`src/rtl/ecc_err_log_pkg.sv`:
```
package ecc_err_log_pkg;
   localparam int unsigned REG_W     = 32;
   localparam int unsigned SYN_W     = 8;
   localparam int unsigned ADDR_KEEP = 19;

   // bit positions software depends on
   localparam int unsigned B_SBE     = 0;
   localparam int unsigned B_MBE     = 1;
   localparam int unsigned B_NMI_EN  = 2;
   localparam int unsigned B_SERR_EN = 3;
   localparam int unsigned SYN_LO    = 4;
   localparam int unsigned SYN_HI    = SYN_LO + SYN_W - 1;
   localparam int unsigned ADR_LO    = SYN_HI + 1;
   localparam int unsigned ADR_HI    = ADR_LO + ADDR_KEEP - 1;
   localparam int unsigned B_SCRUB   = ADR_HI + 1;

   typedef struct packed {
      logic scrub_dis;
      logic serr_en;
      logic nmi_en;
   } ctrl_t;

   typedef enum logic [1:0] {
      LOG_EMPTY = 2'b00,
      LOG_SBE   = 2'b01,
      LOG_MBE   = 2'b10
   } log_state_e;
endpackage

```
`src/rtl/ecc_err_log_ctrl.sv`:
```
module ecc_err_log_ctrl
   import ecc_err_log_pkg::*;
(
   input  logic             clk,
   input  logic             rst_n,
   input  logic             we,
   input  logic [REG_W-1:0] wdata,
   output ctrl_t            ctrl
);
   always_ff @(posedge clk or negedge rst_n) begin
      if (!rst_n) begin
         ctrl <= '0;
      end else if (we) begin
         ctrl.scrub_dis <= wdata[B_SCRUB];
         ctrl.serr_en   <= wdata[B_SERR_EN];
         ctrl.nmi_en    <= wdata[B_NMI_EN];
      end
   end
endmodule

```
`src/rtl/ecc_err_log_capture.sv`:
```
module ecc_err_log_capture
   import ecc_err_log_pkg::*;
#(
   parameter int unsigned ADDR_W = 32
) (
   input  logic                 clk,
   input  logic                 rst_n,
   input  logic                 err_valid,
   input  logic                 err_uncorr,
   input  logic [ADDR_W-1:0]    err_addr,
   input  logic [SYN_W-1:0]     err_syn,
   input  logic                 clr,
   output log_state_e           state,
   output logic [ADDR_KEEP-1:0] addr_q,
   output logic [SYN_W-1:0]     syn_q
);
   logic [ADDR_KEEP-1:0] addr_top;
   logic                 room;

   generate
      if (ADDR_W == ADDR_KEEP) begin : g_addr_full
         assign addr_top = err_addr;
      end else begin : g_addr_slice
         assign addr_top = err_addr[ADDR_W-1 -: ADDR_KEEP];
      end
   endgenerate

   // a clear in the same cycle frees the log for the incoming error
   assign room = (state == LOG_EMPTY) || clr;

   always_ff @(posedge clk or negedge rst_n) begin
      if (!rst_n) begin
         state  <= LOG_EMPTY;
         addr_q <= '0;
         syn_q  <= '0;
      end else if (err_valid && room) begin
         state  <= err_uncorr ? LOG_MBE : LOG_SBE;
         addr_q <= addr_top;
         syn_q  <= err_syn;
      end else if (clr) begin
         state  <= LOG_EMPTY;
      end
   end
endmodule

```
`src/rtl/ecc_err_log.sv`:
```
module ecc_err_log
   import ecc_err_log_pkg::*;
#(
   parameter int unsigned ADDR_W = 32
) (
   input  logic              clk,
   input  logic              rst_n,
   input  logic              err_valid,
   input  logic              err_uncorr,
   input  logic [ADDR_W-1:0] err_addr,
   input  logic [7:0]        err_syn,
   input  logic              reg_we,
   input  logic [31:0]       reg_wdata,
   output logic [31:0]       reg_rdata,
   output logic              nmi_req,
   output logic              serr_req,
   output logic              scrub_wb
);
   generate
      if (ADDR_W < ADDR_KEEP) begin : g_bad_addr
         $error("ADDR_W must be at least ADDR_KEEP");
      end
      if (B_SCRUB != REG_W - 1) begin : g_bad_layout
         $error("register fields do not fill the word");
      end
   endgenerate

   ctrl_t                ctrl;
   log_state_e           state;
   logic [ADDR_KEEP-1:0] addr_q;
   logic [SYN_W-1:0]     syn_q;
   logic                 clr;

   assign clr = reg_we && reg_wdata[B_SBE] && reg_wdata[B_MBE];

   ecc_err_log_ctrl u_ctrl (
      .clk   (clk),
      .rst_n (rst_n),
      .we    (reg_we),
      .wdata (reg_wdata),
      .ctrl  (ctrl)
   );

   ecc_err_log_capture #(.ADDR_W(ADDR_W)) u_cap (
      .clk        (clk),
      .rst_n      (rst_n),
      .err_valid  (err_valid),
      .err_uncorr (err_uncorr),
      .err_addr   (err_addr),
      .err_syn    (err_syn),
      .clr        (clr),
      .state      (state),
      .addr_q     (addr_q),
      .syn_q      (syn_q)
   );

   assign reg_rdata = {ctrl.scrub_dis, addr_q, syn_q, ctrl.serr_en, ctrl.nmi_en,
                       state == LOG_MBE, state == LOG_SBE};

   assign nmi_req  = (state == LOG_SBE) && ctrl.nmi_en;
   assign serr_req = (state == LOG_MBE) && ctrl.serr_en;
   assign scrub_wb = err_valid && !err_uncorr && !ctrl.scrub_dis;
endmodule

```
`config.mk`:
```
export PLATFORM = sky130hd
export DESIGN_NAME = ecc_err_log
export DESIGN_NICKNAME = d
export VERILOG_FILES = /design/src/rtl/ecc_err_log_pkg.sv /design/src/rtl/ecc_err_log_ctrl.sv /design/src/rtl/ecc_err_log_capture.sv /design/src/rtl/ecc_err_log.sv
export SDC_FILE = /design/constraint.sdc
export NUM_CORES = 1
export LEC_CHECK = 0
export CAP_MARGIN = 20
export CORE_MARGIN = 2
export CORE_UTILIZATION = 34
export CTS_BUF_LIST = sky130_fd_sc_hd__clkbuf_4 sky130_fd_sc_hd__clkbuf_8 sky130_fd_sc_hd__clkbuf_16
export CTS_CLUSTER_SIZE = 10
export DETAILED_ROUTE_END_ITERATION = 6
export PLACE_DENSITY = 0.94
export REMOVE_ABC_BUFFERS = 1
export SLEW_MARGIN = 20
export SYNTH_ARGS = -nofsm -noshare
export SYNTH_HDL_FRONTEND = slang
export SYNTH_SLANG_ARGS = --single-unit
```
`constraint.sdc`:
```
create_clock -name clk -period 3.46 [get_ports clk]
set_input_delay 0.865 -clock clk [delete_from_list [all_inputs] [get_ports clk]]
set_output_delay 0.865 -clock clk [all_outputs]
set_load 0.01 [all_outputs]
```
==> impl_metrics.env <==
export IMPL_status="finished clean"
export IMPL_die_h_um=66.75
export IMPL_yosysUniqueCellTypes=14
export IMPL_clkPwrFrac=0.223
export IMPL_setup_viol_count_final=0
export IMPL_clock_path_buffers=2
export IMPL_final_max_slew_viol_count=0
export IMPL_post_dp_cell_area_um2=2107
export IMPL_grt_pass1_wl_mm=4.795
export IMPL_hold_ws_ns=0.5020
export IMPL_firstDrtPassIters=4
export IMPL_p_seq_frac=0.357
export IMPL_wirelength_mm=2.946
export IMPL_postCtsSetupBuffers=0
export IMPL_antenna_found_initial=0
export IMPL_drcViolationCount=0
export IMPL_h_tree_depth=2
export IMPL_cap_violations=0
export IMPL_yosysWarnings=0
export IMPL_dieArea_um2=4456
export IMPL_worst_slew_pin_slew_ns=0.4721
export IMPL_clock_skew_ns=0.004447
export IMPL_critPathArrivalTime_ns=2.15
export IMPL_finalPower_mw=1.723
export IMPL_min_period_ns=3.013
export IMPL_cpPeakStageDelay_ns=0.55
export IMPL_avgSynthCellArea_um2=17.16
export IMPL_crit_chain="clkdlybuf4s50_1 -> nand2b_1 -> nor2_1 -> clkdlybuf4s50_1"
export IMPL_placementRows=22
export IMPL_worstPathRequired_ns=2.59
export IMPL_insertion_delay_ns=0.27
export IMPL_p_comb_frac=0.419
export IMPL_dp_hpwl_mm=2.279
export IMPL_fin_ws_ns=0.4467
export IMPL_critPathLaunchType="primary input"
export IMPL_ctsHoldBuffers=0
export IMPL_ios=112
export IMPL_p_switching_mw=0.4486
export IMPL_grt_setup_unrepaired="no"
export IMPL_grt_util_all_layers=0.1465
export IMPL_grt_pass1_vias=1053
export IMPL_max_freq_mhz=331.9
export IMPL_cts_buffers=5
export IMPL_end_kind="output pin"
export IMPL_crit_type="in -> out"
export IMPL_p_leak_nw=0.9889
export IMPL_clockRootBuffer="clkbuf_8"
export IMPL_final_area_um2=2233
export IMPL_n_antenna_cell=0
export IMPL_grt_start_max_net_pins=33
export IMPL_synth_top_area_frac=0.5981
export IMPL_start_util=0.3603
export IMPL_p_int_mw=1.274
export IMPL_grt_overflow_total=0
export IMPL_cp_slowest_cell="clkdlybuf4s50_1"
export IMPL_area_growth_pct=66.82
export IMPL_wl_per_cell_um=14.37
export IMPL_portBuffers=71
export IMPL_fin_crit_sh=0.8709
export IMPL_dp_cells=197
export IMPL_drtIter0Drc=44
export IMPL_cp_max_fo=3
export IMPL_layout_common_cells="71 x clkdlybuf4s50_1, 32 x dfrtp_1, 20 x mux2_4"
export IMPL_clkTransAtPathRegs_ns=0.06
export IMPL_drive_above_1_share=0.2739
export IMPL_post_place_ws_ns=0.4403
export IMPL_sw_frac_of_total=0.2604
export IMPL_die_w_um=66.75
export IMPL_cts_resized=0
export IMPL_cts_tree="done"
export IMPL_finalNonFillerCells=205
export IMPL_synth_top_area_cell="dfrtp_1"
export IMPL_fin_setup_tns_ns=0
export IMPL_num_nets_final=233
export IMPL_ys_ff_latch=32
export IMPL_final_core_util=0.6010
export IMPL_antenna_left=0
export IMPL_relSlewSlack=0.6841
export IMPL_clock_sinks=32
export IMPL_gp_congestion=0.7792
export IMPL_syn_cell_area_um2=1339
export IMPL_min_path_type="reg -> reg"
export IMPL_synthCells=78
export IMPL_ir_drop_mv=0.4080
export IMPL_final_common_cell="clkdlybuf4s50_1"
export IMPL_core_area_um2=3716
export IMPL_drt_vias_per_instance=4.512
export IMPL_num_vias=925
export IMPL_path_common_cell="clkdlybuf4s50_1"
export IMPL_synth_area_leaders="dfrtp_1 60%, mux2_4 22%, mux2_2 8.4%, buf_8 2.2%, and2_1 1.4%"
export IMPL_yosysSeqAreaShare=0.5981
export IMPL_powerDensity_nw_per_um2=771.3
export IMPL_hold_viol_final=0
[worst max-delay path: cells and delay by family]
kind	cells	cell delay [ns]
AND/OR/NAND/NOR	2	0.18
buffers and inverters	2	1.10
[layer usage]
| metal | global-route usage | vias to the layer above | routed length [um] |
|---|---|---|---|
| met2 | 0.2750 | 41 | 1678 |
| met5 | 0 | - | 0 |
| met3 | 0.04223 | 7 | 174 |
| met4 | 0.04847 | 0 | 50 |
| li1 | - | 426 | - |
| met1 | 0.1549 | 451 | 1043 |
[worst paths after layout]
kind | startpoint | end | slack (ns) | cells after the start
max | err_valid | scrub_wb | 0.45 | 4
min | u_cap.addr_q[9]$_DFFE_PN0P_ | u_cap.addr_q[9]$_DFFE_PN0P_ | 0.50 | 1
max reg2reg | u_cap.state[0]$_DFFE_PN0P_ | u_cap.addr_q[13]$_DFFE_PN0P_ | 1.89 | 4
min reg2reg | u_cap.addr_q[9]$_DFFE_PN0P_ | u_cap.addr_q[9]$_DFFE_PN0P_ | 0.50 | 1
max in group asynchronous | rst_n | u_cap.addr_q[5]$_DFFE_PN0P_ | 2.19 | 2
min in group asynchronous | rst_n | u_cap.syn_q[0]$_DFFE_PN0P_ | 0.98 | 2
[sequential cells by signal (all words and copies together), names as in the netlist]
signal / count
u_cap.addr_q: 19
u_ctrl.ctrl: 3
u_cap.state: 2
u_cap.syn_q: 8
[cells in the mapped netlist]
library cell,count
o21ai_4,1
nand2_1,1
mux2_4,20
nand3_1,1
mux2_2,10
nor2b_1,2
dfrtp_1,32
nand2b_1,1
and2_1,3
and3_4,1
buf_8,2
a31o_2,1
o21ai_0,1
nor2_1,2
[power by group through the flow]
stage	Clock (mW)	Combinational (mW)	Sequential (mW)
2_1_floorplan	0	0.245	0.682
3_3_place_gp	0	0.711	0.610
3_5_place_dp	0	0.729	0.623
4_1_cts	0.397	0.734	0.619
5_1_grt	0.414	0.767	0.637
6_report	0.385	0.722	0.616
[layout make-up]
cell class	count	area (um2)
Tap cell	48	60.06
Multi-Input combinational cell	44	508.0
Clock buffer	7	96.34
Timing Repair Buffer	73	738.2
Fill cell	294	1483
Sequential cell	32	800.8
Clock inverter	1	30.03
[cell families (layout without fill, tap and decap cells)]
kind of cell,Yosys count,count (layout),share of synthesized area
compound gates,3,3,0.02243
simple gates,11,11,0.04860
mux,30,30,0.3084
flops,32,32,0.5981
buf+inv,2,81,0.02243
No activity file was read; power rests on OpenSTA's default activity.
